$ cat src/rtl/ctlbus_pkg.sv
`timescale 1ns/1ps
package ctlbus_pkg;
  localparam int REG_W   = 8;
  localparam int NM_ADDR = 12;

  typedef struct packed {
    logic [1:0] rsv;
    logic       force_pd;
    logic       clkdet_dis;
    logic       inv_bout;
    logic       inv_aout;
    logic       inv_bin;
    logic       inv_ain;
  } nm_t;
endpackage

$ cat src/rtl/strobe_sync.sv
`timescale 1ns/1ps
module strobe_sync #(
  parameter int N      = 3,
  parameter int STAGES = 2
) (
  input  logic         clk,
  input  logic         rst_n,
  input  logic [N-1:0] async_i,
  output logic [N-1:0] sync_o
);
  logic [STAGES-1:0][N-1:0] pipe;

  always_ff @(posedge clk or negedge rst_n) begin
    if (!rst_n) pipe[0] <= '1;
    else        pipe[0] <= async_i;
  end

  for (genvar s = 1; s < STAGES; s++) begin : g_stage
    always_ff @(posedge clk or negedge rst_n) begin
      if (!rst_n) pipe[s] <= '1;
      else        pipe[s] <= pipe[s-1];
    end
  end

  assign sync_o = pipe[STAGES-1];
endmodule

$ cat src/rtl/access_decode.sv
`timescale 1ns/1ps
module access_decode (
  input  logic clk,
  input  logic rst_n,
  input  logic re_s,
  input  logic we_s,
  input  logic ce_s,
  output logic legacy,
  output logic wr_hold,
  output logic wr_pulse,
  output logic drive
);
  logic ce_d, we_d;

  always_ff @(posedge clk or negedge rst_n) begin
    if (!rst_n) begin
      ce_d   <= 1'b1;
      we_d   <= 1'b1;
      legacy <= 1'b0;
    end else begin
      ce_d <= ce_s;
      we_d <= we_s;
      if (ce_s) legacy <= ~re_s;
    end
  end

  assign wr_hold  = ~ce_s & ~we_s;
  assign wr_pulse = legacy ? (~ce_d & ce_s & ~we_d)
                           : (~we_d & we_s & ~ce_d);
  assign drive    = ~ce_s & (legacy ? we_s : ~re_s);

  AST_SINGLE_WRITE: assert property (@(posedge clk) disable iff (!rst_n)
    wr_pulse |=> !wr_pulse);
  AST_MODE_HELD: assert property (@(posedge clk) disable iff (!rst_n)
    (!ce_s && !ce_d) |-> $stable(legacy));
endmodule

$ cat src/rtl/reg_bank.sv
`timescale 1ns/1ps
module reg_bank
  import ctlbus_pkg::*;
#(
  parameter int ADDR_W = 4,
  parameter int NUM_GP = 4
) (
  input  logic                    clk,
  input  logic                    rst_n,
  input  logic                    wr_pulse,
  input  logic [ADDR_W-1:0]       wr_addr,
  input  logic [REG_W-1:0]        wr_data,
  input  logic [ADDR_W-1:0]       rd_addr,
  output logic [REG_W-1:0]        rd_data,
  output nm_t                     nm,
  output logic [NUM_GP*REG_W-1:0] gp_flat
);
  localparam logic [ADDR_W-1:0] NM_A = ADDR_W'(NM_ADDR);

  logic [NUM_GP-1:0][REG_W-1:0] gp;
  logic [REG_W-1:0]             rd_next;

  for (genvar k = 0; k < NUM_GP; k++) begin : g_gp
    always_ff @(posedge clk or negedge rst_n) begin
      if (!rst_n)                                       gp[k] <= '0;
      else if (wr_pulse && wr_addr == ADDR_W'(k))       gp[k] <= wr_data;
    end
    assign gp_flat[k*REG_W +: REG_W] = gp[k];
  end

  always_ff @(posedge clk or negedge rst_n) begin
    if (!rst_n)                           nm <= '0;
    else if (wr_pulse && wr_addr == NM_A) nm <= nm_t'({2'b00, wr_data[5:0]});
  end

  always_comb begin
    rd_next = '0;
    if (rd_addr == NM_A) rd_next = nm;
    for (int k = 0; k < NUM_GP; k++)
      if (rd_addr == ADDR_W'(k)) rd_next = gp[k];
  end

  always_ff @(posedge clk or negedge rst_n) begin
    if (!rst_n) rd_data <= '0;
    else        rd_data <= rd_next;
  end

  AST_NM_ONLY_BY_WRITE: assert property (@(posedge clk) disable iff (!rst_n)
    !(wr_pulse && wr_addr == NM_A) |=> $stable(nm));
  AST_UNIMPL_ZERO: assert property (@(posedge clk) disable iff (!rst_n)
    (int'(rd_addr) >= NUM_GP && rd_addr != NM_A) |=> rd_data == '0);
endmodule

$ cat src/rtl/msb_fix.sv
`timescale 1ns/1ps
module msb_fix #(
  parameter int W     = 16,
  parameter int LANES = 4
) (
  input  logic [LANES*W-1:0] din,
  input  logic [LANES-1:0]   inv,
  output logic [LANES*W-1:0] dout
);
  for (genvar l = 0; l < LANES; l++) begin : g_lane
    assign dout[l*W +: W] = {din[l*W + W-1] ^ inv[l], din[l*W +: W-1]};
  end
endmodule

$ cat src/rtl/dual_strobe_ctl.sv
`timescale 1ns/1ps
module dual_strobe_ctl
  import ctlbus_pkg::*;
#(
  parameter int ADDR_W      = 4,
  parameter int NUM_GP      = 4,
  parameter int SAMP_W      = 16,
  parameter int SYNC_STAGES = 2
) (
  input  logic                    clk,
  input  logic                    rst_n,
  input  logic [ADDR_W-1:0]       bus_addr,
  input  logic [7:0]              bus_wdata,
  output logic [7:0]              bus_rdata,
  output logic                    bus_oe,
  input  logic                    re_strap_n,
  input  logic                    we_n,
  input  logic                    ce_n,
  input  logic                    in_valid,
  output logic                    in_ready,
  input  logic [SAMP_W-1:0]       in_a,
  input  logic [SAMP_W-1:0]       in_b,
  output logic                    core_valid,
  input  logic                    core_ready,
  output logic [SAMP_W-1:0]       core_a,
  output logic [SAMP_W-1:0]       core_b,
  input  logic                    res_valid,
  output logic                    res_ready,
  input  logic [SAMP_W-1:0]       res_a,
  input  logic [SAMP_W-1:0]       res_b,
  output logic                    out_valid,
  input  logic                    out_ready,
  output logic [SAMP_W-1:0]       out_a,
  output logic [SAMP_W-1:0]       out_b,
  output logic                    clkdet_dis,
  output logic                    force_pd,
  output logic [NUM_GP*8-1:0]     gp_regs
);
  localparam int LANES = 4;

  logic [2:0]        strb_s;
  logic              re_s, we_s, ce_s;
  logic              legacy, wr_hold, wr_pulse, drive;
  logic [ADDR_W-1:0] lat_addr;
  logic [7:0]        lat_data;
  nm_t               nm;
  logic [LANES*SAMP_W-1:0] lane_in, lane_out;

  strobe_sync #(.N(3), .STAGES(SYNC_STAGES)) u_sync (
    .clk(clk), .rst_n(rst_n),
    .async_i({re_strap_n, we_n, ce_n}),
    .sync_o(strb_s)
  );
  assign {re_s, we_s, ce_s} = strb_s;

  access_decode u_dec (
    .clk(clk), .rst_n(rst_n),
    .re_s(re_s), .we_s(we_s), .ce_s(ce_s),
    .legacy(legacy), .wr_hold(wr_hold), .wr_pulse(wr_pulse), .drive(drive)
  );

  always_ff @(posedge clk or negedge rst_n) begin
    if (!rst_n) begin
      lat_addr <= '0;
      lat_data <= '0;
    end else if (wr_hold) begin
      lat_addr <= bus_addr;
      lat_data <= bus_wdata;
    end
  end

  reg_bank #(.ADDR_W(ADDR_W), .NUM_GP(NUM_GP)) u_regs (
    .clk(clk), .rst_n(rst_n),
    .wr_pulse(wr_pulse), .wr_addr(lat_addr), .wr_data(lat_data),
    .rd_addr(bus_addr), .rd_data(bus_rdata),
    .nm(nm), .gp_flat(gp_regs)
  );

  assign bus_oe     = drive;
  assign clkdet_dis = nm.clkdet_dis;
  assign force_pd   = nm.force_pd;

  assign lane_in = {res_b, res_a, in_b, in_a};
  msb_fix #(.W(SAMP_W), .LANES(LANES)) u_fix (
    .din(lane_in),
    .inv({nm.inv_bout, nm.inv_aout, nm.inv_bin, nm.inv_ain}),
    .dout(lane_out)
  );
  assign {out_b, out_a, core_b, core_a} = lane_out;

  assign core_valid = in_valid;
  assign in_ready   = core_ready;
  assign out_valid  = res_valid;
  assign res_ready  = out_ready;

  AST_IDLE_QUIET: assert property (@(posedge clk) disable iff (!rst_n)
    ($past(ce_s) && ce_s) |-> !bus_oe);
endmodule

$ cat config.mk
export PLATFORM = sky130hd
export DESIGN_NAME = dual_strobe_ctl
export DESIGN_NICKNAME = d
export VERILOG_FILES = /design/src/rtl/ctlbus_pkg.sv /design/src/rtl/strobe_sync.sv /design/src/rtl/access_decode.sv /design/src/rtl/reg_bank.sv /design/src/rtl/msb_fix.sv /design/src/rtl/dual_strobe_ctl.sv
export SDC_FILE = /design/constraint.sdc
export NUM_CORES = 1
export LEC_CHECK = 0
export CAP_MARGIN = 30
export CORE_UTILIZATION = 40
export CTS_CLUSTER_SIZE = 30
export DETAILED_ROUTE_END_ITERATION = 10
export DONT_BUFFER_PORTS = 1
export PLACE_DENSITY_LB_ADDON = 0.25
export SKIP_LAST_GASP = 1
export SLEW_MARGIN = 10
export SYNTH_ARGS = -nofsm -noshare
export SYNTH_HDL_FRONTEND = slang
export SYNTH_HIERARCHICAL = 1
export SYNTH_SLANG_ARGS = --single-unit
$ cat constraint.sdc
create_clock -name clk -period 2 [get_ports clk]
set_input_delay 0.1 -clock clk [delete_from_list [all_inputs] [get_ports clk]]
set_output_delay 0.1 -clock clk [all_outputs]
set_load 0.005 [all_outputs]
Word-level counts from Yosys, hierarchy flattened
Index checks and enable logic that the tools add are counted.
{"block": "word_totals", "reg_bits": 67, "out_inout_bits": 111}
{"block": "op_classes", "eq_ne": 8, "mux": 7, "bitwise": 15, "n_reduce_logical": 7}
{"cell": "$mux 8", "count": 4}
{"cell": "$eq 4x2->1 const B", "count": 4}
{"cell": "$eq 4x1->1 const B", "count": 2}
{"cell": "$eq 4x4->1 const B", "count": 2}
{"cell": "$logic_not 4->1", "count": 2}
{"cell": "$and 1x1->1", "count": 6}
{"cell": "$mux 6", "count": 1}
{"cell": "$logic_and 1x1->1", "count": 5}
{"cell": "$not 1->1", "count": 5}
{"cell": "$xor 1x1->1", "count": 4}
{"cell": "$mux 1", "count": 2}

Logic depth before layout (Yosys ltp)
Gate-level depths: netlist (run 1).
{"block": "depth", "depth_word": 6, "depth_mapped": 7}

Modules after synthesis
The synthesis (run 1) kept the hierarchy.
{"module": "reg_bank", "instances": 1, "cells_per_inst": 137, "area_per_inst_um2": 2000.7, "seq_area_each_um2": 1151.1}
{"module": "dual_strobe_ctl", "instances": 1, "cells_per_inst": 29, "area_per_inst_um2": 514.2, "seq_area_each_um2": 300.3}
{"module": "msb_fix", "instances": 1, "cells_per_inst": 64, "area_per_inst_um2": 485.5, "seq_area_each_um2": 0.0}
{"module": "strobe_sync", "instances": 1, "cells_per_inst": 9, "area_per_inst_um2": 180.2, "seq_area_each_um2": 157.7}
{"module": "access_decode", "instances": 1, "cells_per_inst": 11, "area_per_inst_um2": 123.9, "seq_area_each_um2": 77.6}

Least setup slack after synthesis (run 1)
Ideal clock, no wire load.
{"block": "synth_path", "path_type": "reg-to-reg", "from": "register u_sync.pipe (netlist bit u_sync/sync_o[0])", "to": "register u_regs.gp (netlist bit u_regs/gp_flat[16])", "setup_ps": 125, "t_arrival_ps": 1786, "setup_slack_ps": 89, "stages_incl_launch_ff": 8, "path_buffers": 2, "synth_period_minus_slack_ps": 1911, "path_cell_list": "dfstp_2 -> buf_4 -> mux2i_1 -> nor3_1 -> nor3b_4 -> and3b_1 -> buf_6 -> mux2_2"}
{"block": "synth_between", "elab_chain_cells": 4}
{"element": "from (decl)", "line": "strobe_sync.sv:11", "rtl": "logic [STAGES-1:0][N-1:0] pipe;"}
{"element": "from (signal, indexed assignment)", "line": "strobe_sync.sv:21", "rtl": "else pipe[s] <= pipe[s-1];"}
{"element": "$and 1x1->1 (2 in series)", "line": "access_decode.sv:28", "rtl": "assign wr_pulse = legacy ? (~ce_d & ce_s & ~we_d)"}
{"element": "$mux 1", "line": "access_decode.sv:28"}
{"element": "via wr_pulse", "line": "dual_strobe_ctl.sv:43", "rtl": "logic legacy, wr_hold, wr_pulse, drive;"}
{"element": "$logic_and 1x1->1", "line": "reg_bank.sv:26", "rtl": "else if (wr_pulse && wr_addr == ADDR_W'(k)) gp[k] <= wr_data;"}
{"element": "to (signal, indexed assignment)", "line": "reg_bank.sv:26"}
{"element": "to (decl)", "line": "reg_bank.sv:20", "rtl": "logic [NUM_GP-1:0][REG_W-1:0] gp;"}
The timed path passes the listed nets, and every way through them passes these cells.
A chain may end at the register's enable or synchronous reset.

Final worst setup path (run 1)
{"block": "layout_path", "from": "register u_sync.pipe (netlist bit u_sync/sync_o[1])", "to": "register u_regs.gp (netlist bit u_regs/gp_flat[27])"}
{"block": "layout_between", "elab_chain_cells": 4}
{"element": "$and 1x1->1 (2 in series)", "line": "access_decode.sv:29", "rtl": ": (~we_d & we_s & ~ce_d);"}
{"element": "$mux 1", "line": "access_decode.sv:28"}
{"element": "via wr_pulse", "line": "dual_strobe_ctl.sv:43"}
{"element": "$logic_and 1x1->1", "line": "reg_bank.sv:26"}
The timed path passes the listed nets, and every way through them passes these cells.

==> summary.md, run 1 <==
| Metric | Value |
|---|---|
| Count of yosys warnings during synthesis | 6 |
| Category of the worst setup path launch point | flip-flop |
| Leading cell type in the layout, fill and taps excluded | dfrtp_1 |
| FP Rows | 32 |
| Initial core utilization | 0.419 |
| Mean instance size in the synthesized netlist | 13.3 µm² |
| CTS clk-pin slew, worst paths | 70 ps |
| Post-detailed-route via-to-cell ratio | 5.37 |
| Number of clock sinks seen by CTS | 67 |
| Switching power share of the total | 0.267 |
| Crit Path Class | reg -> reg |
| Proportion of power drawn by flip-flops and latches | 0.527 |
| WL/cell | 22.6 µm |
| Post-DP HPWL | around 4500 µm |
| Synthesized area | 3290 µm² |
| Number of cells in the finished layout apart from fillers | roughly 310 |
| Commonest non-fill, non-tap cells in the layout | dfrtp_1 (59), mux2_2 (40), dlygate4sd3_1 (17) |
| Status | finished, final reports clean |
| Post-route ant nets | 0 |
| Number of endpoints with negative hold slack in the final report | 0 |
| Maximum level of the CTS H-tree | 3 |
| IO Port Bufs | 0 |
| Hold Crit Class | in -> reg |
| Fraction of final layout cells with drive strength greater than 1 | 0.420 |
| First-pass GRT wire length | 10900 µm |
| Total vias in the final route | ~1700 |
| Die outline area | 8580 µm² |
| Minimum clock period after layout | 1900 ps |
| Switching power total | 0.000995 W |
| Setup-violating endpoint count in the final report | 0 |
| Number of antenna violations at the first check in global routing | 0 |
| Inserted Clock Buffers | 9 |
| I/O pins | 196 |
| Overall routed net length | just over 7000 µm |
| Final worst slack | 103 ps |
| Number of antenna cells inserted | 0 |
| Maximum capacitance violations | 0 |
| P_leak | 1.52 nW |
| Number of cells produced by synthesis | 247 |
| Clock tree from TritonCTS | built |
| Final max-slew violation count | 0 |
| Overall Global Routing Usage | 0.174 |
| VDD IR-drop max | 0.000376 V |
| Maximum clock rate | 527 MHz |
| Iteration-0 DRC count of the detailed router | roughly 120 |
| Pin count of the biggest net entering global routing | 68 |
| Data arrival time of the critical path | ~2100 ps |
| Core area | 7850 µm² |
| Placed cells | 280 |
| Clock root buffer master | clkbuf_8 |
| Required time of the worst setup path | ~2200 ps |
| Clock share of power | 0.343 |
| Synthesized netlist net count | 332 |
| Share of the core filled with cells | 0.425 |
| Total negative slack | 0 ps |
| RSZ-0062 raised after global routing | true |
| Actual slew at the worst max-slew pin | approximately 400 ps |
| DP Worst Slack | -7.30 ps |
| Layout overhead on the synthesized area | 1.60% |
| Proportion of power drawn by combinational gates | 0.130 |
| Routability congestion estimate from global placement | ~0.7 |
| Clock latency of the later-clocked register in the worst-skew pair | 340 ps |
| Horiz. Die Dim | 92.6 µm |
| Final period util | 0.949 |
| Total global routing overflow | 0 |
| Type of destination of the critical path | flip-flop |
| Number of global-route vias before repair | roughly 1900 |
| Height of the die | 92.6 µm |
| Internal power | 0.00273 W |
| Max-slew headroom | 0.731 |
| Critical-path maximum fanout | 8 |
| DRC viols | 0 |
| Final clock skew | 9.00 ps |
| Power Density | 1120 nW/µm² |
| Final net count | 292 |
| Setup fix buffers added after clock tree synthesis | 0 |
| Detailed-routing iteration count for the pre-antenna-repair pass | 4 |
| Clock buffer depth | 2 |
## metrics by stage
| stage | power, W | instance area (µm²) | hold WS [ps] |
|---|---|---|---|
| global route | 0.00392 | 3340 | 16.0 |
| floorplan | 0.00237 | 3290 | -196 |
| global placement | 0.00239 | 2900 | -193 |
| detailed placement | 0.00241 | 2900 | -194 |
| finish | 0.00373 | 3340 | 14.4 |
| CTS | 0.00376 | 3330 | 1.88 |
## routing by layer
layer  vias up  track usage  part of all wire
met5         -            0                 0
met4         0       0.0910             0.026
met3        25       0.0821              0.12
met2       102        0.239              0.42
met1       842        0.228              0.43
li1        718            -                 -
## critical path, cell delays in order, from the launching register on
cell,delay [ps]
dfstp_2,560
mux2i_1,90
nor3_2,150
nor3b_4,250
buf_4,160
nand3_2,220
mux2_2,350
## final timing paths
kind	cells after the start	startpoint	slack, ps	endpoint
max reg2reg	6	u_sync/sync_o[1]	100	u_regs/gp_flat[27]
max in group asynchronous	2	rst_n	1390	u_sync/pipe[1]
min reg2reg	0	u_sync/pipe[2]	360	u_sync/sync_o[2]
min	2	bus_addr[0]	10	u_regs/rd_data[1]
max	6	u_sync/sync_o[1]	100	u_regs/gp_flat[27]
min in group asynchronous	2	rst_n	290	lat_data[4]
## timing repair
| action | CTS | global route |
|---|---|---|
| hold buffers | 18 | 0 |
| endpoints found under the hold margin | 88 | 0 |
| gates resized for setup | 1 | 1 |
| endpoints found under the setup margin | 14 | 19 |
## power by group through the flow
stage               Combinational (W)  Sequential, W  Clock (W)
floorplan                    0.000493        0.00187          0
global placement             0.000403        0.00198          0
detailed placement           0.000418        0.00199          0
CTS                          0.000489        0.00197    0.00130
global route                 0.000529        0.00201    0.00137
finish                       0.000485        0.00196    0.00128
## sequential cells by signal, indices dropped and copies added (netlist names)
signal,cells
lat_addr,4
lat_data,8
u_dec/ce_d,1
u_dec/legacy,1
u_dec/we_d,1
u_regs/gp_flat,32
u_regs/nm,6
u_regs/rd_data,8
u_sync/pipe,3
u_sync/sync_o,3
## final cells by class
type                            instances  area (µm²)
Clock buffer                           12         155
Clock inverter                          4        72.6
Multi-Input combinational cell        105        1050
Sequential cell                        67        1690
Tap cell                              102         128
Timing Repair Buffer                   24         246
Fill cell                             741        4510
(Power assumes the default switching activity.)
==> inputs of run 2 (changes only) <==
--- a/config.mk
+++ b/config.mk
@@ -11,6 +11,7 @@
 export DETAILED_ROUTE_END_ITERATION = 10
 export DONT_BUFFER_PORTS = 1
 export PLACE_DENSITY_LB_ADDON = 0.25
+export RECOVER_POWER = 50
 export SKIP_LAST_GASP = 1
 export SLEW_MARGIN = 10
 export SYNTH_ARGS = -nofsm -noshare
==> run 2 against run 1 <==
Net effect:
- flip-flop and latch count unchanged
- hold slack hardly changed
- largest cell class unchanged
- sequential power about the same
- global-route usage unchanged
- clock power about the same
- critical path type unchanged
- highest routed layer unchanged
- first-iteration DRC count is the same
==> summary.md, run 2 (same netlist as run 1, synthesis figures left out) <==
| Metric | Value |
|---|---|
| Status | finished, final reports clean |
| Final net count | 292 (unchanged) |
| Routability congestion estimate from global placement | 0.705 (unchanged) |
| Die outline area | 8580 µm² (unchanged) |
| Category of the worst setup path launch point | flip-flop |
| Overall Global Routing Usage | 0.174 (unchanged) |
| Data arrival time of the critical path | 2110 ps (about the same) |
| Total buffers and inverters traversed by the critical path | 1 (unchanged) |
| Inserted Clock Buffers | 9 (unchanged) |
| Worst path cell trace | mux2i_1, nor3_2, nor3b_4, buf_4, nand3_2, mux2_2 |
| P_leak | 1.51 nW (-0.58%) |
| Iteration-0 DRC count of the detailed router | 122 (unchanged) |
| Placed standard-cell area | 2900 µm² (unchanged) |
| Clock latency of the later-clocked register in the worst-skew pair | 340 ps (about the same) |
| WL/cell | 22.6 µm (about the same) |
| Switching power total | 0.000993 W (-0.15%) |
| FILL cells | 744 (+0.40%) |
| Clock buffer depth | 2 (unchanged) |
| Clock root buffer master | clkbuf_8 |
| Area occupied by multi-input gates | 1050 µm² (unchanged) |
| Proportion of power drawn by flip-flops and latches | 0.528 (about the same) |
| Critical-path maximum fanout | 8 (unchanged) |
| RSZ-0062 raised after global routing | true |
| Height of the die | 92.6 µm (unchanged) |
| Detailed-routing iteration count for the pre-antenna-repair pass | 4 (unchanged) |
| Final period util | 0.949 (unchanged) |
| Final clock skew | 8.74 ps (-0.263 ps) |
| Max-slew headroom | 0.0282 (-0.703) |
| CP max stage delay | 560 ps (about the same) |
| I/O pins | 196 (unchanged) |
| Overall routed net length | 7090 µm (about the same) |
| Worst slack on hold paths | 14.4 ps (+0.0164 ps) |
| VDD IR-drop max | 0.000376 V (about the same) |
| Number of global-route vias before repair | 1863 (unchanged) |
| Power Density | 1120 nW/µm² (+0.50%) |
| Pin count of the biggest net entering global routing | 68 (unchanged) |
| Largest delay share family, worst path | simple AND/OR/NAND/NOR gates |
| Fraction of final layout cells with drive strength greater than 1 | 0.420 (unchanged) |
| Number of antenna cells inserted | 0 (unchanged) |
| Switching power share of the total | 0.267 (about the same) |
| Maximum level of the CTS H-tree | 3 (unchanged) |
| Setup fix buffers added after clock tree synthesis | 0 (unchanged) |
| Post-DP HPWL | 4510 µm (unchanged) |
| FP Rows | 32 (unchanged) |
| Clock share of power | 0.343 (about the same) |
| Crit Path Class | reg -> reg |
| Required time of the worst setup path | 2220 ps (about the same) |
| Number of clock sinks seen by CTS | 67 (unchanged) |
| Total global routing overflow | 0 (unchanged) |
| Horiz. Die Dim | 92.6 µm (unchanged) |
| Commonest non-fill, non-tap cells in the layout | dfrtp_1 (59), mux2_2 (40), dlygate4sd3_1 (17) |
| Cell type of the slowest stage on the worst timing path | dfstp_2 |
| Hold Crit Class | in -> reg |
| Number of antenna violations at the first check in global routing | 0 (unchanged) |
| Final std cell area, no fill | 3320 µm² (-0.67%) |
| Maximum capacitance violations | 0 (unchanged) |
| Internal power | 0.00273 W (-0.19%) |
| Clock tree from TritonCTS | built |
| Total vias in the final route | 1688 (+0.059%) |
| Number of endpoints with negative hold slack in the final report | 0 (unchanged) |
| Core area | 7850 µm² (unchanged) |
| Setup-violating endpoint count in the final report | 0 (unchanged) |
| Minimum clock period after layout | 1900 ps (unchanged) |
| Final max-slew violation count | 0 (unchanged) |
| Actual slew at the worst max-slew pin | 1460 ps (+1060 ps) |
| CTS clk-pin slew, worst paths | 70 ps (about the same) |
| IO Port Bufs | 0 (unchanged) |
| Layout overhead on the synthesized area | 0.914% |
| DRC viols | 0 (unchanged) |
| Initial core utilization | 0.419 (unchanged) |
| Post-route ant nets | 0 (unchanged) |
| Maximum clock rate | 527 MHz (unchanged) |
| Proportion of power drawn by combinational gates | 0.129 (about the same) |
| Number of flip-flops under the largest register name | 32 (unchanged) |
| Leading cell type in the layout, fill and taps excluded | dfrtp_1 |
| Type of destination of the critical path | flip-flop |
| Post-detailed-route via-to-cell ratio | 5.38 (about the same) |
| First-pass GRT wire length | 10900 µm (unchanged) |
| Register area | 1690 µm² (unchanged) |
-- run 2: cell counts in the layout (fill, tap and decap cells not counted) --
No cell type changed its count.
-- run 2: metal layers --
layer,wire length [µm],up-vias,global-route usage
li1,-,718,-
met1,3070,843,0.228
met2,3010,102,0.239
met3,823,25,0.0821
met4,183,0,0.0910
met5,0,-,0
-- run 2: path summary, 6_finish.rpt --
| path | start | to | slack, ps | depth (start not counted) |
|---|---|---|---|---|
| worst max-delay path | u_sync/sync_o[1] | u_regs/gp_flat[27] | 100 | 6 |
| worst min-delay path | bus_addr[0] | u_regs/rd_data[1] | 10 | 2 |
| worst max register to register | u_sync/sync_o[1] | u_regs/gp_flat[27] | 100 | 6 |
| worst min register to register | u_sync/pipe[2] | u_sync/sync_o[2] | 360 | 0 |
| max in group asynchronous | rst_n | lat_addr[0] | 470 | 2 |
| min in group asynchronous | rst_n | lat_data[4] | 660 | 2 |
-- run 2: power groups by stage --
stage	clock network (W)	registers (W)	logic, W
4_1_cts	0.00130	0.00197	0.000489
2_1_floorplan	0	0.00187	0.000493
3_3_place_gp	0	0.00198	0.000403
5_1_grt	0.00137	0.00201	0.000523
6_report	0.00128	0.00196	0.000479
3_5_place_dp	0	0.00199	0.000418
-- run 2: through the flow --
| stage | setup WS, ps | std cells | TNS [ps] | util | total power (W) |
|---|---|---|---|---|---|
| 6_report | 103 | 314 | 0 | 0.423 | 0.00372 |
| 5_1_grt | -33.5 | 314 | -345 | 0.423 | 0.00391 |
| 4_1_cts | 59.6 | 314 | 0 | 0.425 | 0.00376 |
| 3_5_place_dp | -7.30 | 280 | -7.30 | 0.370 | 0.00241 |
| 3_3_place_gp | 75.6 | 280 | 0 | 0.370 | 0.00239 |
| 2_1_floorplan | 89.1 | 247 | 0 | - | 0.00237 |
-- run 2: timing repair --
action,4_1_cts,5_1_grt
resized for setup,1,1
hold buffers,18,0
setup endpoints to repair,14,19
pin swaps,0,0
endpoints found under the hold margin,88,0
-- run 2: final cells by class --
class | instances | share of cell area
multi-input cells | 105 | 0.317
clock buffers | 12 | 0.0468
flip-flops and latches | 67 | 0.509
repair buffers | 24 | 0.0675
clock inverters | 4 | 0.0219
well taps | 102 | 0.0385
==> inputs of run 3 (changes only) <==
--- a/config.mk
+++ b/config.mk
@@ -16,5 +16,4 @@
 export SLEW_MARGIN = 10
 export SYNTH_ARGS = -nofsm -noshare
 export SYNTH_HDL_FRONTEND = slang
-export SYNTH_HIERARCHICAL = 1
 export SYNTH_SLANG_ARGS = --single-unit
==> run 3 against run 2 <==
Net effect:
- critical path depth shrank 3
- first-iteration DRC count shrank 42%
- final cell count shrank 0.64%
- clock skew is essentially flat
- maximum frequency grew 4.4%
- count of clock-buffer cells in the layout shrank 3
- non-clock buffer count shrank 4
==> summary.md, run 3 <==
| Metric | Value |
|---|---|
| Status | finished, final reports clean |
| Cts repair resizes | 0 (-1) |
| EDFF count, synth | 0 |
| Setup-violating endpoint count in the final report | 0 (unchanged) |
| Reg-to-reg slack, setup | 180 ps (+80 ps) |
| #FFs+latches synth | 67 |
| Minimum clock period after layout | 1820 ps (-80.3 ps) |
| Cell with the most instances after synthesis | buf_4 |
| First-pass GRT wire length | 10400 µm (-4.1%) |
| Die outline area | 8470 µm² (-1.3%) |
| DP Worst Slack | 175 ps (+183 ps) |
| Number of clock sinks seen by CTS | 67 (unchanged) |
| Overall routed net length | 7090 µm (about the same) |
| Clock root buffer master | clkbuf_8 |
| Data arrival time of the critical path | 2040 ps (-70 ps) |
| Post-route ant nets | 0 (unchanged) |
| Final worst slack | 183 ps (+80.3 ps) |
| Routability congestion estimate from global placement | 0.740 (+5.0%) |
| Actual slew at the worst max-slew pin | 1440 ps (-20.4 ps) |
| Total vias in the final route | 1698 (+0.59%) |
| Layout overhead on the synthesized area | 1.31% |
| Proportion of netlist area held by the largest area contributor | 0.456 |
| Simple-Gate Fraction of Synth Area | 0.0529 |
| Maximum capacitance violations | 0 (unchanged) |
| Clock latency of the later-clocked register in the worst-skew pair | 340 ps (about the same) |
| Total global routing overflow | 0 (unchanged) |
| Overall Global Routing Usage | 0.170 (-0.00425) |
| Synthesized netlist net count | 330 (-0.60%) |
| Worst-case hold path end point | u_regs.rd_data[6] |
| Post-Synth Adder-Cell Area | 0 |
| Post-synth cell types | 31 |
| Post-synthesis cell type with the largest combined area | dfrtp_1 |
| Xor and xnor fraction of the mapped netlist area | 0.0108 |
| RR Startpoint | u_dec.we_d |
| Start point of the worst hold path | bus_addr[3] |
| Number of antenna cells inserted | 0 (unchanged) |
| Top post-synthesis cells by area | dfrtp_1 (46%), mux2_2 (19%), buf_4 (15%), dfstp_2 (6.5%), a22oi_1 (1.9%) |
| Total negative slack | 0 ps (unchanged) |
| IO Port Bufs | 0 (unchanged) |
| Leading register cell type out of synthesis | dfrtp_1 |
| Category of the worst setup path launch point | flip-flop |
| Worst reg2reg endpoint | u_regs.gp_flat[26] |
| Height of the die | 92.0 µm (-0.67%) |
| Number of endpoints with negative hold slack in the final report | 0 (unchanged) |
| Pin count of the biggest net entering global routing | 68 (unchanged) |
| Max-slew headroom | 0.0418 (+0.0136) |
| Hold Crit Class | in -> reg |
| Final clock skew | 9.12 ps (+0.389 ps) |
| Clock buffer depth | 2 (unchanged) |
| P_leak | 1.49 nW (-1.3%) |
| Final net count | 290 (-0.68%) |
| FILL cells | 745 (+0.13%) |
| Fraction of final layout cells with drive strength greater than 1 | 0.433 (+0.0135) |
| Leading cell type in the layout, fill and taps excluded | dfrtp_1 |
| Core area | 7770 µm² (-1.0%) |
| Setup fix buffers added after clock tree synthesis | 0 (unchanged) |
| Inserted Clock Buffers | 9 (unchanged) |
| Post-detailed-route via-to-cell ratio | 5.44 (+1.2%) |
| I/O pins | 196 (unchanged) |
| Cell type of the slowest stage on the worst timing path | and4_1 |
| Horiz. Die Dim | 92.0 µm (-0.67%) |
| Power Density | 1170 nW/µm² (+3.9%) |
| Fraction of the yosys area taken by sequential cells | 0.520 |
| Synthesized area | 3240 µm² (-1.4%) |
| Number of cells produced by synthesis | 245 (-0.81%) |
| DRC viols | 0 (unchanged) |
| CP max stage delay | 530 ps (-30 ps) |
| Clock tree from TritonCTS | built |
| VDD IR-drop max | 0.000557 V (+48%) |
| Number of antenna violations at the first check in global routing | 0 (unchanged) |
| Worst path cell trace | nor4_4, and4_1, mux2_2 |
| Number of hold-repair buffers added at the cts stage | 17 (-1) |
| Iteration-0 DRC count of the detailed router | 71 (-42%) |
| Post-synthesis compound-gate area fraction | 0.0386 |
| Maximum clock rate | 550 MHz (+4.4%) |
| Hold Path Cell Cnt | 2 (unchanged) |
| RSZ-0062 raised after global routing | false |
| Initial core utilization | 0.417 (-0.00148) |
| Count of yosys warnings during synthesis | 0 (-6) |
| Register area | 1690 µm² (unchanged) |
| Area occupied by multi-input gates | 1030 µm² (-1.9%) |
| Number of global-route vias before repair | 1770 (-5.0%) |
| Post-DP HPWL | 4860 µm (+7.6%) |
| WL/cell | 22.7 µm (+0.70%) |
| Main combinational cell family by area after synthesis | multiplexers |
| Number of flip-flops under the largest register name | 32 (unchanged) |
| Number of cells on the worst reg-to-reg path | 3 (-3) |
| Maximum level of the CTS H-tree | 3 (unchanged) |
| Most used standard cells in the synthesized netlist | buf_4 (65), dfrtp_1 (59), mux2_2 (54) |
| Crit Path Class | reg -> reg |
| Final period util | 0.909 (-0.0401) |
| FP Rows | 32 (unchanged) |
| Share of synthesized area spent on multiplexers | 0.215 |
| Mean instance size in the synthesized netlist | 13.2 µm² (-0.57%) |
| Type of destination of the critical path | flip-flop |
| CTS clk-pin slew, worst paths | 80 ps (about the same) |
| Detailed-routing iteration count for the pre-antenna-repair pass | 4 (unchanged) |
| Proportion of synthesized flip-flops having asynchronous set or reset | 1.00 |
| Commonest non-fill, non-tap cells in the layout | dfrtp_1 (59), mux2_2 (54), dlygate4sd3_1 (16) |
| Critical-path maximum fanout | 8 (unchanged) |
| Required time of the worst setup path | 2220 ps (about the same) |
| Final max-slew violation count | 0 (unchanged) |
run 3: cell types whose count changed in the layout (fill, tap and decap cells not counted), sizes merged, moves of 3 or more:
cell	previous run	this run
a22oi	0	8
nor2	4	11
a32oi	6	0
nand3	7	1
o21ai	6	0
o2bb2ai	6	0
mux2	50	55
mux2i	7	3
o22ai	0	4
buf	7	4
clkbuf	12	9
inv	0	3
run 3: metal layers:
layer | GRT usage | wire [µm] | vias to the layer above
met5 | 0 | 0 | -
met2 | 0.253 | 3350 | 118
li1 | - | - | 713
met1 | 0.206 | 2790 | 849
met4 | 0.0781 | 129 | 0
met3 | 0.0854 | 827 | 18
run 3: worst max-delay path by stage:
stage               cells after the start                 end  slack (ps)         from
floorplan                               4  u_regs.gp_flat[24]         460   u_dec.we_d
global placement                        3  u_regs.gp_flat[26]         270   u_dec.we_d
detailed placement                      3  u_regs.gp_flat[26]         180   u_dec.we_d
CTS                                     3  u_regs.gp_flat[26]         170   u_dec.we_d
global route                            3  u_regs.gp_flat[24]          90  lat_addr[3]
finish                                  3  u_regs.gp_flat[26]         180   u_dec.we_d
run 3: critical path, delay by kind of cell, from the launching register on:
family           cells  cell delay (ps)
and+or+nand+nor      2              920
DFF                  1              390
muxes                1              390
run 3: area by class of cell:
cell class / instances / area share
flip-flops and latches: 67 / 0.514
multi-input cells: 106 / 0.314
clock inverters: 7 / 0.0377
clock buffers: 9 / 0.0377
inverters: 1 / 0.00114
well taps: 102 / 0.0389
repair buffers: 20 / 0.0572
run 3: logic make-up after synthesis:
family,Yosys count
compound gates,17
xor+xnor,4
buf+inv,72
flops,67
mux,60
simple gates,25
run 3: stage by stage:
step | std cells | area [µm²] | utilization | power [W] | hold slack (ps)
floorplan | 245 | 3240 | - | 0.00237 | -196
global placement | 279 | 2870 | 0.370 | 0.00240 | -193
detailed placement | 279 | 2870 | 0.370 | 0.00242 | -194
CTS | 312 | 3310 | 0.426 | 0.00387 | 0.525
global route | 312 | 3280 | 0.423 | 0.00400 | 16.8
finish | 312 | 3280 | 0.423 | 0.00383 | 15.9
run 3: power by group:
group	internal [W]	switching, W
clock network	0.000839	0.000546
registers	0.00165	0.000318
logic	0.000311	0.000169
total	0.00279	0.00103
